**config.mk**
```make
export PLATFORM = sky130hd
export DESIGN_NAME = fetch_pipe_ctrl
export DESIGN_NICKNAME = d
export VERILOG_FILES = /design/src/rtl/fpc_pkg.sv /design/src/rtl/fpc_prefetch.sv /design/src/rtl/fpc_align.sv /design/src/rtl/fpc_stages.sv /design/src/rtl/fetch_pipe_ctrl.sv
export SDC_FILE = /design/constraint.sdc
export NUM_CORES = 1
export LEC_CHECK = 0
export CAP_MARGIN = 5
export CORE_MARGIN = 2
export CORE_UTILIZATION = 51
export DETAILED_ROUTE_END_ITERATION = 8
export DONT_BUFFER_PORTS = 1
export HOLD_SLACK_MARGIN = 0.02
export PLACE_DENSITY = 0.66
export RECOVER_POWER = 50
export SYNTH_ARGS = -nofsm -noshare
export SYNTH_HDL_FRONTEND = slang
export SYNTH_SLANG_ARGS = --single-unit
export TNS_END_PERCENT = 20
```
**constraint.sdc**
```tcl
create_clock -name clk -period 12 [get_ports clk]
set_clock_uncertainty 0.15 [all_clocks]
set_input_delay 2.4 -clock clk [delete_from_list [all_inputs] [get_ports clk]]
set_output_delay 2.4 -clock clk [all_outputs]
set_load 0.01 [all_outputs]
```
**src/rtl/fpc_pkg.sv**
```systemverilog
package fpc_pkg;
  localparam int unsigned WORD_W = 32;
  localparam int unsigned HALF_W = 16;
  localparam int unsigned ADDR_W = 32;

  typedef struct packed {
    logic              valid;
    logic              is32;
    logic [ADDR_W-1:0] pc;
    logic [WORD_W-1:0] instr;
  } slot_t;

  // A halfword opens a two-halfword instruction when its top five bits are 111xx with xx != 00
  function automatic logic hw_is_wide(input logic [HALF_W-1:0] hw);
    return (hw[15:13] == 3'b111) && (hw[12:11] != 2'b00);
  endfunction
endpackage

```
**src/rtl/fpc_prefetch.sv**
```systemverilog
module fpc_prefetch import fpc_pkg::*; #(
  parameter int unsigned       DEPTH    = 2,
  parameter logic [ADDR_W-1:0] RESET_PC = '0,
  localparam int unsigned      PW       = (DEPTH > 1) ? $clog2(DEPTH) : 1,
  localparam int unsigned      CW       = $clog2(DEPTH + 1)
) (
  input  logic              clk,
  input  logic              rst_n,
  input  logic              flush,
  input  logic [ADDR_W-3:0] flush_word,
  input  logic              pop,
  output logic              req_valid,
  input  logic              req_ready,
  output logic [ADDR_W-1:0] req_addr,
  input  logic              rsp_valid,
  input  logic [WORD_W-1:0] rsp_data,
  output logic [CW-1:0]     cnt,
  output logic [WORD_W-1:0] head_word,
  output logic [HALF_W-1:0] next_lo
);
  logic [WORD_W-1:0] mem [DEPTH];
  logic [PW-1:0]     rd_ptr, wr_ptr;
  logic [CW-1:0]     cnt_q, out_q, drop_q, out_nx;
  logic [ADDR_W-1:0] addr_q;
  logic [CW:0]       in_use;
  logic              fire, accept;

  function automatic logic [PW-1:0] wrap_inc(input logic [PW-1:0] p);
    return (p == PW'(DEPTH - 1)) ? '0 : p + 1'b1;
  endfunction

  // Credit: a slot is reserved for every request still in flight
  assign in_use    = {1'b0, cnt_q} + {1'b0, out_q};
  assign req_valid = in_use < (CW+1)'(DEPTH);
  assign req_addr  = addr_q;
  assign fire      = req_valid && req_ready;
  assign accept    = rsp_valid && (drop_q == '0);
  assign out_nx    = out_q + CW'(fire) - CW'(rsp_valid);
  assign cnt       = cnt_q;
  assign head_word = mem[rd_ptr];
  assign next_lo   = mem[wrap_inc(rd_ptr)][HALF_W-1:0];

  always_ff @(posedge clk or negedge rst_n) begin
    if (!rst_n) begin
      rd_ptr <= '0;
      wr_ptr <= '0;
      cnt_q  <= '0;
      out_q  <= '0;
      drop_q <= '0;
      addr_q <= {RESET_PC[ADDR_W-1:2], 2'b00};
      for (int i = 0; i < DEPTH; i++) mem[i] <= '0;
    end else begin
      out_q <= out_nx;
      if (flush) begin
        rd_ptr <= '0;
        wr_ptr <= '0;
        cnt_q  <= '0;
        drop_q <= out_nx;
        addr_q <= {flush_word, 2'b00};
      end else begin
        if (fire) addr_q <= addr_q + ADDR_W'(4);
        if (rsp_valid && (drop_q != '0)) drop_q <= drop_q - 1'b1;
        if (accept) begin
          mem[wr_ptr] <= rsp_data;
          wr_ptr      <= wrap_inc(wr_ptr);
        end
        if (pop) rd_ptr <= wrap_inc(rd_ptr);
        cnt_q <= cnt_q + CW'(accept) - CW'(pop);
      end
    end
  end

  AST_REQ_ALIGNED: assert property (@(posedge clk) disable iff (!rst_n) req_valid |-> (req_addr[1:0] == 2'b00));
  AST_REQ_HOLD: assert property (@(posedge clk) disable iff (!rst_n) (req_valid && !req_ready && !flush) |=> (req_valid && $stable(req_addr)));
  AST_NO_OVERFLOW: assert property (@(posedge clk) disable iff (!rst_n) (accept && !pop && !flush) |-> (cnt_q < CW'(DEPTH)));
  AST_DROP_BOUNDED: assert property (@(posedge clk) disable iff (!rst_n) drop_q <= out_q);
endmodule

```
**src/rtl/fpc_align.sv**
```systemverilog
module fpc_align import fpc_pkg::*; #(
  parameter int unsigned       DEPTH    = 2,
  parameter logic [ADDR_W-1:0] RESET_PC = '0,
  localparam int unsigned      CW       = $clog2(DEPTH + 1)
) (
  input  logic              clk,
  input  logic              rst_n,
  input  logic              flush,
  input  logic [ADDR_W-2:0] flush_half,
  input  logic              advance,
  input  logic [CW-1:0]     cnt,
  input  logic [WORD_W-1:0] head_word,
  input  logic [HALF_W-1:0] next_lo,
  output logic              pop,
  output slot_t             iss
);
  logic              hp_q;
  logic [ADDR_W-1:0] pc_q;
  logic [HALF_W-1:0] hw0, hw1;
  logic              wide, ok;
  logic [CW:0]       avail;
  logic [1:0]        sum;

  always_comb begin
    hw0   = hp_q ? head_word[WORD_W-1:HALF_W] : head_word[HALF_W-1:0];
    hw1   = hp_q ? next_lo : head_word[WORD_W-1:HALF_W];
    wide  = hw_is_wide(hw0);
    avail = (cnt == '0) ? '0 : ({cnt, 1'b0} - (CW+1)'(hp_q));
    ok    = advance && !flush && (avail != '0) && (!wide || (avail >= (CW+1)'(2)));
    sum   = {1'b0, hp_q} + (wide ? 2'd2 : 2'd1);
    pop   = ok && sum[1];
    iss.valid = ok;
    iss.is32  = wide;
    iss.pc    = pc_q;
    iss.instr = wide ? {hw0, hw1} : {{HALF_W{1'b0}}, hw0};
  end

  always_ff @(posedge clk or negedge rst_n) begin
    if (!rst_n) begin
      hp_q <= RESET_PC[1];
      pc_q <= {RESET_PC[ADDR_W-1:1], 1'b0};
    end else if (flush) begin
      hp_q <= flush_half[0];
      pc_q <= {flush_half, 1'b0};
    end else if (ok) begin
      hp_q <= sum[0];
      pc_q <= pc_q + (wide ? ADDR_W'(4) : ADDR_W'(2));
    end
  end

  AST_ISSUE_HAS_DATA: assert property (@(posedge clk) disable iff (!rst_n) iss.valid |-> (cnt != '0));
  AST_WIDE_WHOLE: assert property (@(posedge clk) disable iff (!rst_n) (iss.valid && iss.is32 && hp_q) |-> (cnt >= CW'(2)));
endmodule

```
**src/rtl/fpc_stages.sv**
```systemverilog
module fpc_stages import fpc_pkg::*; (
  input  logic  clk,
  input  logic  rst_n,
  input  logic  stall,
  input  logic  flush,
  input  slot_t iss,
  output slot_t dec,
  output slot_t exe
);
  always_ff @(posedge clk or negedge rst_n) begin
    if (!rst_n) begin
      dec <= '0;
      exe <= '0;
    end else if (flush) begin
      dec <= '0;
      exe <= '0;
    end else if (!stall) begin
      exe <= dec;
      dec <= iss;
    end
  end

  AST_STALL_HOLD: assert property (@(posedge clk) disable iff (!rst_n) (stall && !flush) |=> ($stable(dec) && $stable(exe)));
  AST_FLUSH_BUBBLE: assert property (@(posedge clk) disable iff (!rst_n) flush |=> (!dec.valid && !exe.valid));
  AST_BRANCH_WINS: assert property (@(posedge clk) disable iff (!rst_n) (flush && stall) |=> !exe.valid);
  AST_DEC_TO_EXE: assert property (@(posedge clk) disable iff (!rst_n) (!stall && !flush) |=> (exe == $past(dec)));
endmodule

```
**src/rtl/fetch_pipe_ctrl.sv**
```systemverilog
module fetch_pipe_ctrl import fpc_pkg::*; #(
  parameter int unsigned       DEPTH    = 2,
  parameter logic [ADDR_W-1:0] RESET_PC = '0,
  localparam int unsigned      CW       = $clog2(DEPTH + 1)
) (
  input  logic              clk,
  input  logic              rst_n,
  output logic              req_valid,
  input  logic              req_ready,
  output logic [ADDR_W-1:0] req_addr,
  input  logic              rsp_valid,
  input  logic [WORD_W-1:0] rsp_data,
  input  logic              exe_stall,
  input  logic              br_taken,
  input  logic [ADDR_W-1:1] br_target,
  output logic              dec_valid,
  output logic              dec_is32,
  output logic [ADDR_W-1:0] dec_pc,
  output logic [WORD_W-1:0] dec_instr,
  output logic              exe_valid,
  output logic              exe_is32,
  output logic [ADDR_W-1:0] exe_pc,
  output logic [WORD_W-1:0] exe_instr
);
  logic [CW-1:0]     cnt;
  logic [WORD_W-1:0] head_word;
  logic [HALF_W-1:0] next_lo;
  logic              pop;
  slot_t             iss, dec_s, exe_s;

  fpc_prefetch #(.DEPTH(DEPTH), .RESET_PC(RESET_PC)) u_prefetch (
    .clk(clk), .rst_n(rst_n), .flush(br_taken), .flush_word(br_target[ADDR_W-1:2]),
    .pop(pop), .req_valid(req_valid), .req_ready(req_ready), .req_addr(req_addr),
    .rsp_valid(rsp_valid), .rsp_data(rsp_data), .cnt(cnt), .head_word(head_word),
    .next_lo(next_lo)
  );

  fpc_align #(.DEPTH(DEPTH), .RESET_PC(RESET_PC)) u_align (
    .clk(clk), .rst_n(rst_n), .flush(br_taken), .flush_half(br_target),
    .advance(!exe_stall), .cnt(cnt), .head_word(head_word), .next_lo(next_lo),
    .pop(pop), .iss(iss)
  );

  fpc_stages u_stages (
    .clk(clk), .rst_n(rst_n), .stall(exe_stall), .flush(br_taken),
    .iss(iss), .dec(dec_s), .exe(exe_s)
  );

  assign dec_valid = dec_s.valid;
  assign dec_is32  = dec_s.is32;
  assign dec_pc    = dec_s.pc;
  assign dec_instr = dec_s.instr;
  assign exe_valid = exe_s.valid;
  assign exe_is32  = exe_s.is32;
  assign exe_pc    = exe_s.pc;
  assign exe_instr = exe_s.instr;
endmodule

```
==> Word-level counts from Yosys, hierarchy flattened <==
Cells that the tools add are included.
{ "totals": {"regBits": 269, "inputBits": 69, "out_inout_bits": 165, "wordCells": 100} }
{ "op_classes": {"n_addsub": 12, "magnitude_cmp": 6, "eq_ne": 2, "muxes": 34, "bitwise": 4, "n_reduce_logical": 24} }
{ "op_table": {"columns": ["operator", "n"], "rows": [
  ["$mux W32", 9],
  ["$mux W66", 4],
  ["$mux W16", 5],
  ["$bwmux W64", 1],
  ["$add A32 B3 Y32 const B", 1],
  ["$add A32 B32 Y32", 1],
  ["$demux W32 S1", 1],
  ["$reduce_bool A2 Y1", 7],
  ["$logic_and A1 B1 Y1", 9],
  ["$mux W1", 8],
  ["$mux W2", 4],
  ["$ge A2 B2 Y1 const B", 3],
  ["$mux W3", 2],
  ["$not A1 Y2", 3],
  ["$add A2 B1 Y2", 2],
  ["$logic_not A2 Y1", 2],
  ["$sub A2 B1 Y2", 2],
  ["$add A2 B2 Y3", 1],
  ["$eq A3 B3 Y1 const B", 1],
  ["$ge A3 B2 Y1 const B", 1],
  ["$logic_not A1 Y1", 3],
  ["$lt A3 B2 Y1 const B", 1],
  ["$reduce_bool A3 Y1", 1],
  ["$sub A3 B1 Y3", 1],
  ["other kinds (8)", 9]
]} }

==> Logic depth before layout (Yosys ltp) <==
Gate-level depths: netlist of the first run.
{ "depth": {"word_depth": 13, "ltp_mapped": 15, "mapped_depth_nobuf": 12} }

==> Modules after synthesis <==
A second synthesis of the first run with hierarchy kept.
{ "hier_totals": {"hier_cells": 1209, "area_unflattened_um2": 13474.2} }
{ "by_module_without_submodules": {"columns": ["mod", "n_inst", "cells_each", "area_per_inst_um2", "seq_area_each_um2"], "rows": [
  ["fpc_stages", 1, 426, 5360.1, 3303.2],
  ["fpc_prefetch", 1, 438, 5132.4, 2552.4],
  ["fpc_align", 1, 344, 2977.9, 800.8],
  ["fetch_pipe_ctrl", 1, 1, 3.8, 0.0]
]} }

==> Worst setup path after synthesis of the first run <==
No wires, ideal clock.
{ "synth_path": {"path_kind": "input-to-reg", "startpoint": "in br_taken", "endpoint": "reg u_prefetch.cnt_q[0] (netlist: u_prefetch.cnt[0])", "setup_time_ps": 132, "arrival_time_ps": 4040, "t_required_ps": 11718, "setup_slack_ps": 7678, "path_stages": 8, "path_buffers": 3, "path_cell_list": "clkbuf_1 -> clkbuf_1 -> clkbuf_1 -> nor3_1 -> ha_1 -> inv_1 -> ha_1 -> nor2b_1"} }
{ "synth_via": {"elab_chain_cells": 7} }
{ "synth_lines": {"columns": ["element", "line_no", "text"], "rows": [
  ["start: declaration", "fetch_pipe_ctrl.sv:14", "input logic br_taken,"],
  ["$logic_not A1 Y1", "fpc_align.sv:29", "ok = advance && !flush && (avail != '0) && (!wide || (avail >= (CW+1)'(2)));"],
  ["$logic_and A1 B1 Y1 (3 in a row)", "fpc_align.sv:29", null],
  ["$logic_and A1 B1 Y1", "fpc_align.sv:31", "pop = ok && sum[1];"],
  ["$sub A2 B1 Y2", "fpc_prefetch.sv:68", "cnt_q <= cnt_q + CW'(accept) - CW'(pop);"],
  ["$mux W2 (*)", "fpc_prefetch.sv:54", "if (flush) begin"],
  ["end signal: assignment", "fpc_prefetch.sv:68", null],
  ["end: declaration", "fpc_prefetch.sv:23", "logic [CW-1:0] cnt_q, out_q, drop_q, out_nx;"]
]} }
Every way passes the cells marked *; elsewhere a longest branch is shown, timed or not.
A chain may end at the register's enable or synchronous reset.

==> Worst setup path in the final report of the first run <==
{ "layout_path": {"startpoint": "reg u_prefetch.rd_ptr", "endpoint": "reg u_align.pc_q[31]"} }
{ "layout_via": {"elab_chain_cells": 11, "word_cells_on_any_way": 16, "cone_classes": "1 x add/sub; 1 x eq/ne; 7 x mux; 1 x bitwise; 6 x reduce/logical"} }
{ "layout_lines": {"columns": ["element", "line_no", "text"], "rows": [
  ["start: declaration", "fpc_prefetch.sv:22", "logic [PW-1:0] rd_ptr, wr_ptr;"],
  ["start signal: assignment", "fpc_prefetch.sv:67", "if (pop) rd_ptr <= wrap_inc(rd_ptr);"],
  ["$not A1 Y2 (not written as such) (*)", "fpc_prefetch.sv:40", "assign head_word = mem[rd_ptr];"],
  ["$mux W32 (not written as such) (*) (3 in a row)", "fpc_prefetch.sv:40", null],
  ["$mux W16 (*)", "fpc_align.sv:25", "hw0 = hp_q ? head_word[WORD_W-1:HALF_W] : head_word[HALF_W-1:0];"],
  ["$eq A3 B3 Y1 or $reduce_bool A2 Y1 (tied branches)", "fpc_pkg.sv:15", "return (hw[15:13] == 3'b111) && (hw[12:11] != 2'b00);"],
  ["$logic_and A1 B1 Y1 (*)", "fpc_pkg.sv:15", null],
  ["$mux W3 or $logic_not A1 Y1 (tied branches)", "fpc_align.sv:47, fpc_align.sv:29", null],
  ["$add A32 B32 Y32 or $logic_or A1 B1 Y1 (tied branches)", "fpc_align.sv:47, fpc_align.sv:29", null],
  ["$mux W32 or $logic_and A1 B1 Y1 (tied branches)", "fpc_align.sv:45, fpc_align.sv:29", null],
  ["$mux W32 or $reduce_bool A2 Y1 (tied branches)", null, null],
  ["end signal: assignment", "fpc_align.sv:41", "pc_q <= {RESET_PC[ADDR_W-1:1], 1'b0};"],
  ["end signal: assignment", "fpc_align.sv:44", "pc_q <= {flush_half, 1'b0};"],
  ["end signal: assignment", "fpc_align.sv:47", "pc_q <= pc_q + (wide ? ADDR_W'(4) : ADDR_W'(2));"],
  ["end: declaration", "fpc_align.sv:18", "logic [ADDR_W-1:0] pc_q;"]
]} }
Every way passes the cells marked *; elsewhere a longest branch is shown, timed or not. The select of a mux whose other input is x is not followed.

==> metrics, run 1 <==
status complete, no violations; initial cell density of the core 0.517; syn avg cell area 12.0 um2; Wirelength per Cell roughly 21 um; placed cells 1,306; number of global-route vias before repair 8,183; final wirelength 28,700 um; Sw Share 0.302; CTS sink count approximately 270; Die W between 150 and 200 um; clk root buf clkbuf_16; Worst-path clk slew 0.06 ns; flops & latches, synth 266; ys async rst share 1.00; cts hold-fix bufs 0; CTS tree yes; worst setup margin around 7 ns; pwr dens 197 mW/mm2; EDFF count, synth 0; Setup TNS 0 ns; Fin. Hold Viols 0; synth top area cells dfrtp_1, mux2i_1, mux4_2; Clock power frac 0.315; Port Buf Inserts 0; R2R depth 12; Reg power frac 0.476; P&R area growth vs syn 8.71%; Core Footprint between 0.02 and 0.025 mm2; largest net degree at the start of global routing about 270; Final Non-Filler Cells 1,356; share of cells above drive strength 1 0.128; Slew headroom 0.218; peak supply drop 166 uV; global-route wire length before repair 46,100 um; NumNets Final 1,093; type of element launching the critical path flip-flop; Internal roughly 1900 uW; First-pass DRT Iterations 6; crit end category flip-flop; Post-DRT Antenna Nets 0; crit path max fanout 39; worst setup path end u_align.pc_q[31]$_DFFE_PN0N_; Worst R2R End u_align.pc_q[31]$_DFFE_PN0N_; final core utilization 0.562; hold crit path type flip-flop to flip-flop; Seq/Total Area, Yosys 0.531; Distinct cells, synth 57; Tot GR Track Use 0.220; initial antenna violation count 0; placed inst area approximately 0.013 mm2; Max Root-Sink Buffers 3; f_max 199 MHz; switching pwr 811 uW; synthesized cell area 0.0125 mm2; synthesized instance count about 1,000; dpl hpwl 18,700 um; Data arrival, critical path 5.34 ns; die footprint 0.0259 mm2; Max-Cap Viols 0; required time of the critical path 12.31 ns; Iter 0 DRT Violations about 650; Die H ~160 um; Setup WS pre-CTS 6.90 ns; minimum clock period 5.03 ns; final setup fails 0; kind of critical path flip-flop to flip-flop; total leakage power ~0.006 uW; fin crit share 0.419; drt via density 5.89; worst skew pair latency 0.54 ns; final slew viol count 0; RSZ-0062 raised after global routing no; Slew @ Worst Pin 1.17 ns; CTS Buf Count 28; FP Rows 57; yosys warns 0; Final Instance Area about 0.014 mm2; Synth Flop Type dfrtp_1; fill count 2,065; Worst R2R Start u_prefetch.rd_ptr$_DFFE_PN0P_; drt drc 0; post-synth top area share 0.531; crit path from u_prefetch.rd_ptr$_DFFE_PN0P_; Vias approximately 8,000; Post-CTS Setup Inserts 0; Comb pwr share 0.209; post_cts resized 0; IO Pins around 230; H-tree Lvls 1; GP Congestion 0.766; ant diodes 0; Synth area leader dfrtp_1; GR Overflow Total 0; R2R Setup Slk 6.97 ns
[layout by cell type (no fill, tap or decap), types with 8 or more instances in the layout]
cell         n
mux2_2      36
mux4_2      32
dfrtp_1    265
nor2_1     136
a22o_1      11
xor2_1      12
or3_1        8
ha_1        10
a311oi_1    11
mux2i_1     97
mux2_1      58
o31a_1      10
o2111ai_1    8
clkbuf_16   29
nand2_1     52
o211ai_1    10
nand3_1     24
nand4_1     11
o21ai_1     13
xnor2_1     33
inv_1       20
a21oi_1      8
a31oi_1     16
[metal layers]
layer | vias up | track usage | wire length (um)
met5 | - | 0 | 0
met4 | 0 | 0.0467 | 420
met3 | 30 | 0.0659 | 2480
met2 | 231 | 0.353 | 13400
met1 | 4038 | 0.301 | 12300
li1 | 3683 | - | -
[logic make-up (layout without fill, tap and decap cells)]
logic type               count (synthesis)  count (layout)  synth area share
AND/OR/NAND/NOR                        288             288             0.106
flip-flops                             266             266             0.531
multiplexers                           223             223             0.219
AO/OA/AOI/OAI                          118             118            0.0701
buffers and inverters                   89              78            0.0286
XOR/XNOR                                45              45            0.0314
adder cells (fa/ha/maj)                 12              12            0.0132
other                                    1               2          0.000299
[worst max-delay path, stage by stage, from the launching register on]
cell	delay (ns)
dfrtp_2	1.05
mux4_2	0.64
nor2_2	0.17
nor2_4	0.10
clkinv_4	0.27
ha_1	0.24
inv_1	0.06
fa_1	0.37
nand3b_1	0.22
nor4_2	0.64
nand3_1	0.34
or4_1	0.54
a31oi_1	0.16
[cells in the mapped netlist (all sizes together) (7+ instances only)]
library cell and number:
a31oi 16, clkbuf 44, or3 8, xor2 12, mux2 94, a311oi 11, xnor2 33, nor2 139
o2111ai 9, buf 21, a22o 11, inv 23, ha 10, nand2 52, and2 7, and3 7
o31a 10, o211ai 10, nand4 11, mux2i 97, dfrtp 266, a21oi 8, nand3 26, o21ai 18
mux4 32, nor3 9
[state kept, by name, summed over array words and instances (netlist names), 2 cells and up]
| name | flops |
|---|---|
| u_prefetch.req_addr | 30 |
| u_stages.dec | 66 |
| u_stages.exe | 66 |
| u_align.pc_q | 31 |
| u_prefetch.mem | 64 |
| u_prefetch.cnt | 2 |
| u_prefetch.drop_q | 2 |
| u_prefetch.out_q | 2 |
[through the flow]
step                hold slack (ns)  power, uW
global placement              0.338       1830
global route                  0.385       2830
finish                        0.359       2680
detailed placement            0.346       1860
floorplan                     0.315       1720
CTS                           0.360       2710
[worst min-delay path by stage]
stage,cells after the start,slack (ns),to,from
finish,1,0.36,u_prefetch.mem[40]$_DFFE_PN0P_,u_prefetch.mem[40]$_DFFE_PN0P_
global route,1,0.39,u_prefetch.mem[50]$_DFFE_PN0P_,u_prefetch.mem[50]$_DFFE_PN0P_
CTS,1,0.36,u_prefetch.mem[42]$_DFFE_PN0P_,u_prefetch.mem[42]$_DFFE_PN0P_
detailed placement,1,0.35,u_prefetch.mem[50]$_DFFE_PN0P_,u_prefetch.mem[50]$_DFFE_PN0P_
global placement,1,0.34,u_prefetch.mem[51]$_DFFE_PN0P_,u_prefetch.mem[51]$_DFFE_PN0P_
floorplan,1,0.32,u_prefetch.out_q[1]$_DFF_PN0_,u_prefetch.out_q[1]$_DFF_PN0_
[power by group through the flow]
stage                     Sequential, uW  Combinational [uW]  Clock (uW)
after floorplan                     1220                 500           0
after global placement              1280                 546           0
after detailed placement            1290                 564           0
after CTS                           1280                 566         868
after global routing                1300                 621         902
final                               1280                 560         845
[final cells by class]
type / count / area (um2) / area share
inverter: 24 / 95.1 / 0.00698
timing repair buffer: 4 / 30.0 / 0.00220
tap: 324 / 405 / 0.0297
clock inverter: 8 / 68.8 / 0.00505
sequential: 266 / 6660 / 0.488
multi-input combinational: 688 / 5540 / 0.406
clock buffer: 42 / 835 / 0.0612
Power figures use the tool's default switching activity.
==> inputs of run 2 (changes only) <==
==> constraint.sdc (replaced) <==
create_clock -name clk -period 5 [get_ports clk]
set_clock_uncertainty 0.15 [all_clocks]
set_input_delay 1 -clock clk [delete_from_list [all_inputs] [get_ports clk]]
set_output_delay 1 -clock clk [all_outputs]
set_load 0.01 [all_outputs]
==> run 2 against run 1 <==
Against the previous run: sequential power increased by 140%; final cell count is 0.52% higher; global-route usage increased by 0.30 points; via count is 0.73% higher; clock power rose to 2.6 times the previous value; clock-buffer cell count shrank 1; non-clock buffer count rose by 5; first-iteration DRC count down 19%; register-to-register slack worse by 6.2 ns; sequential cell count did not move; total power is 150% higher; critical endpoint unchanged; largest power group unchanged.
==> metrics, run 2 (synthesis results as in run 1) <==
initial cell density of the core 0.517; largest net degree at the start of global routing 267; worst skew pair latency ~0.54 ns; R2R Setup Slk approximately 0.75 ns; Vias 8,040; worst path cell trace mux4_2 -> nand3_2 -> nor2_4 -> clkinv_4 -> ha_1 -> inv_1 -> fa_1 -> nand3b_1 -> nor4_2 -> nand3_1 -> or4_1 -> a31oi_1; CTS Buf Count 28; fin crit share 0.849; kind of critical path flip-flop to flip-flop; dpl hpwl 18,400 um; number of global-route vias before repair 8,349; Max-Cap Viols 0; Die W around 160 um; most common cell after layout, fill and taps aside dfrtp_1; biggest regs u_stages.dec (66), u_stages.exe (66), u_prefetch.mem (64); die footprint about 0.026 mm2; final wirelength 28,600 um; Setup TNS 0 ns; Post-DRT Antenna Nets 0; Worst R2R Start u_prefetch.rd_ptr$_DFFE_PN0P_; CTS tree yes; GR Overflow Total 0; crit path max fanout 13; initial antenna violation count 0; total power between 6000 and 7000 uW; Wirelength per Cell 21.0 um; fill count 2,002; Data arrival, critical path between 4 and 5 ns; required time of the critical path between 5 and 6 ns; CP max stage delay 0.66 ns; First-pass DRT Iterations 4; Worst-path clk slew 0.06 ns; RSZ-0062 raised after global routing no; Worst R2R End u_align.pc_q[31]$_DFFE_PN0N_; total leakage power 0.00614 uW; Slew headroom 0.266; pwr dens 482 mW/mm2; Slew @ Worst Pin 1.10 ns; GP Congestion 0.774; CP top delay family simple AND/OR/NAND/NOR gates; drt via density 5.90; type of element launching the critical path flip-flop; post_cts resized 0; commonest non-fill, non-tap cells in the layout dfrtp_1, nor2_1, mux2i_1, mux2_1, nand2_1; Fin. Hold Viols 0; final core utilization 0.568; Post-CTS Setup Inserts 0; peak supply drop 367 uV; Tot GR Track Use 0.223; NumNets Final 1,098; Iter 0 DRT Violations 526; crit path from u_prefetch.rd_ptr$_DFFE_PN0P_; worst setup path end u_align.pc_q[31]$_DFFE_PN0N_; H-tree Lvls 1; global-route wire length before repair 46,600 um; P&R area growth vs syn 9.78%; R2R depth 12; final slew viol count 0; crit end category flip-flop; CP Buf/Inv Count 2; f_max 236 MHz; Core Footprint 0.0242 mm2; status complete, no violations; minimum clock period between 4 and 5 ns; Port Buf Inserts 0; Die H ~160 um; Worst path depth 12; final setup fails 0; clk root buf clkbuf_16; Max Root-Sink Buffers 3; drt drc 0; CP max stage cell nor4_2; CTS sink count approximately 270; hold crit path type input port to asynchronous set/reset pin; IO Pins ~230; FP Rows 57; ant diodes 0; share of cells above drive strength 1 0.136
==> run 2: cell types whose count changed in the layout (fill, tap and decap cells not counted) <==
cell	before	now
bufinv_16	1	4
buf_4	4	9
clkbuf_8	6	7
clkbuf_1	7	5
==> run 2: metal layers <==
layer | vias to the layer above | wire (um) | GRT usage
met5 | - | 0 | 0
met4 | 0 | 439 | 0.0483
met3 | 33 | 2300 | 0.0633
met2 | 228 | 13400 | 0.361
met1 | 4090 | 12500 | 0.305
li1 | 3689 | - | -
==> run 2: metrics by stage <==
step                      area (um2)  setup slack (ns)  hold WS, ns  cells
after floorplan                12500              1.02        0.315   1043
after global placement         12800             0.824        0.333   1311
after detailed placement       12800             0.750        0.348   1311
after CTS                      13800             0.749      -0.0232   1363
after global routing           13800             0.446      -0.0181   1363
final                          13800             0.754      0.00751   1363
==> run 2: worst min path at each step <==
stage,startpoint,slack [ns],endpoint
CTS,rst_n,-0.02,u_stages.dec[48]$_DFFE_PN0P_
floorplan,u_prefetch.out_q[1]$_DFF_PN0_,0.32,u_prefetch.out_q[1]$_DFF_PN0_
detailed placement,u_prefetch.mem[41]$_DFFE_PN0P_,0.35,u_prefetch.mem[41]$_DFFE_PN0P_
finish,rst_n,0.008,u_prefetch.req_addr[11]$_DFFE_PN0N_
global route,rst_n,-0.02,u_stages.exe[43]$_DFFE_PN0P_
global placement,u_prefetch.mem[62]$_DFFE_PN0P_,0.33,u_prefetch.mem[62]$_DFFE_PN0P_
==> run 2: worst register-to-register path, stage by stage, from the launching register on <==
cell      delay, ns
dfrtp_2        0.55
mux4_2         0.60
nand3_2        0.15
nor2_4         0.11
clkinv_4       0.07
ha_1           0.15
inv_1          0.05
fa_1           0.38
nand3b_1       0.23
nor4_2         0.66
nand3_1        0.36
or4_1          0.54
a31oi_1        0.16
==> run 2: layout make-up <==
class | instances | area [um2] | share of cell area
flip-flops and latches | 266 | 6660 | 0.484
multi-input cells | 688 | 5540 | 0.403
clock buffers | 41 | 841 | 0.0611
well taps | 324 | 405 | 0.0294
clock inverters | 11 | 159 | 0.0115
inverters | 24 | 95.1 | 0.00691
repair buffers | 9 | 67.6 | 0.00491
==> run 2: power breakdown <==
group          switching, uW  internal [uW]  total, uW
Sequential               455           2590       3040
Clock                    859           1370       2230
Combinational            648            720       1370
Total                   1960           4680       6640
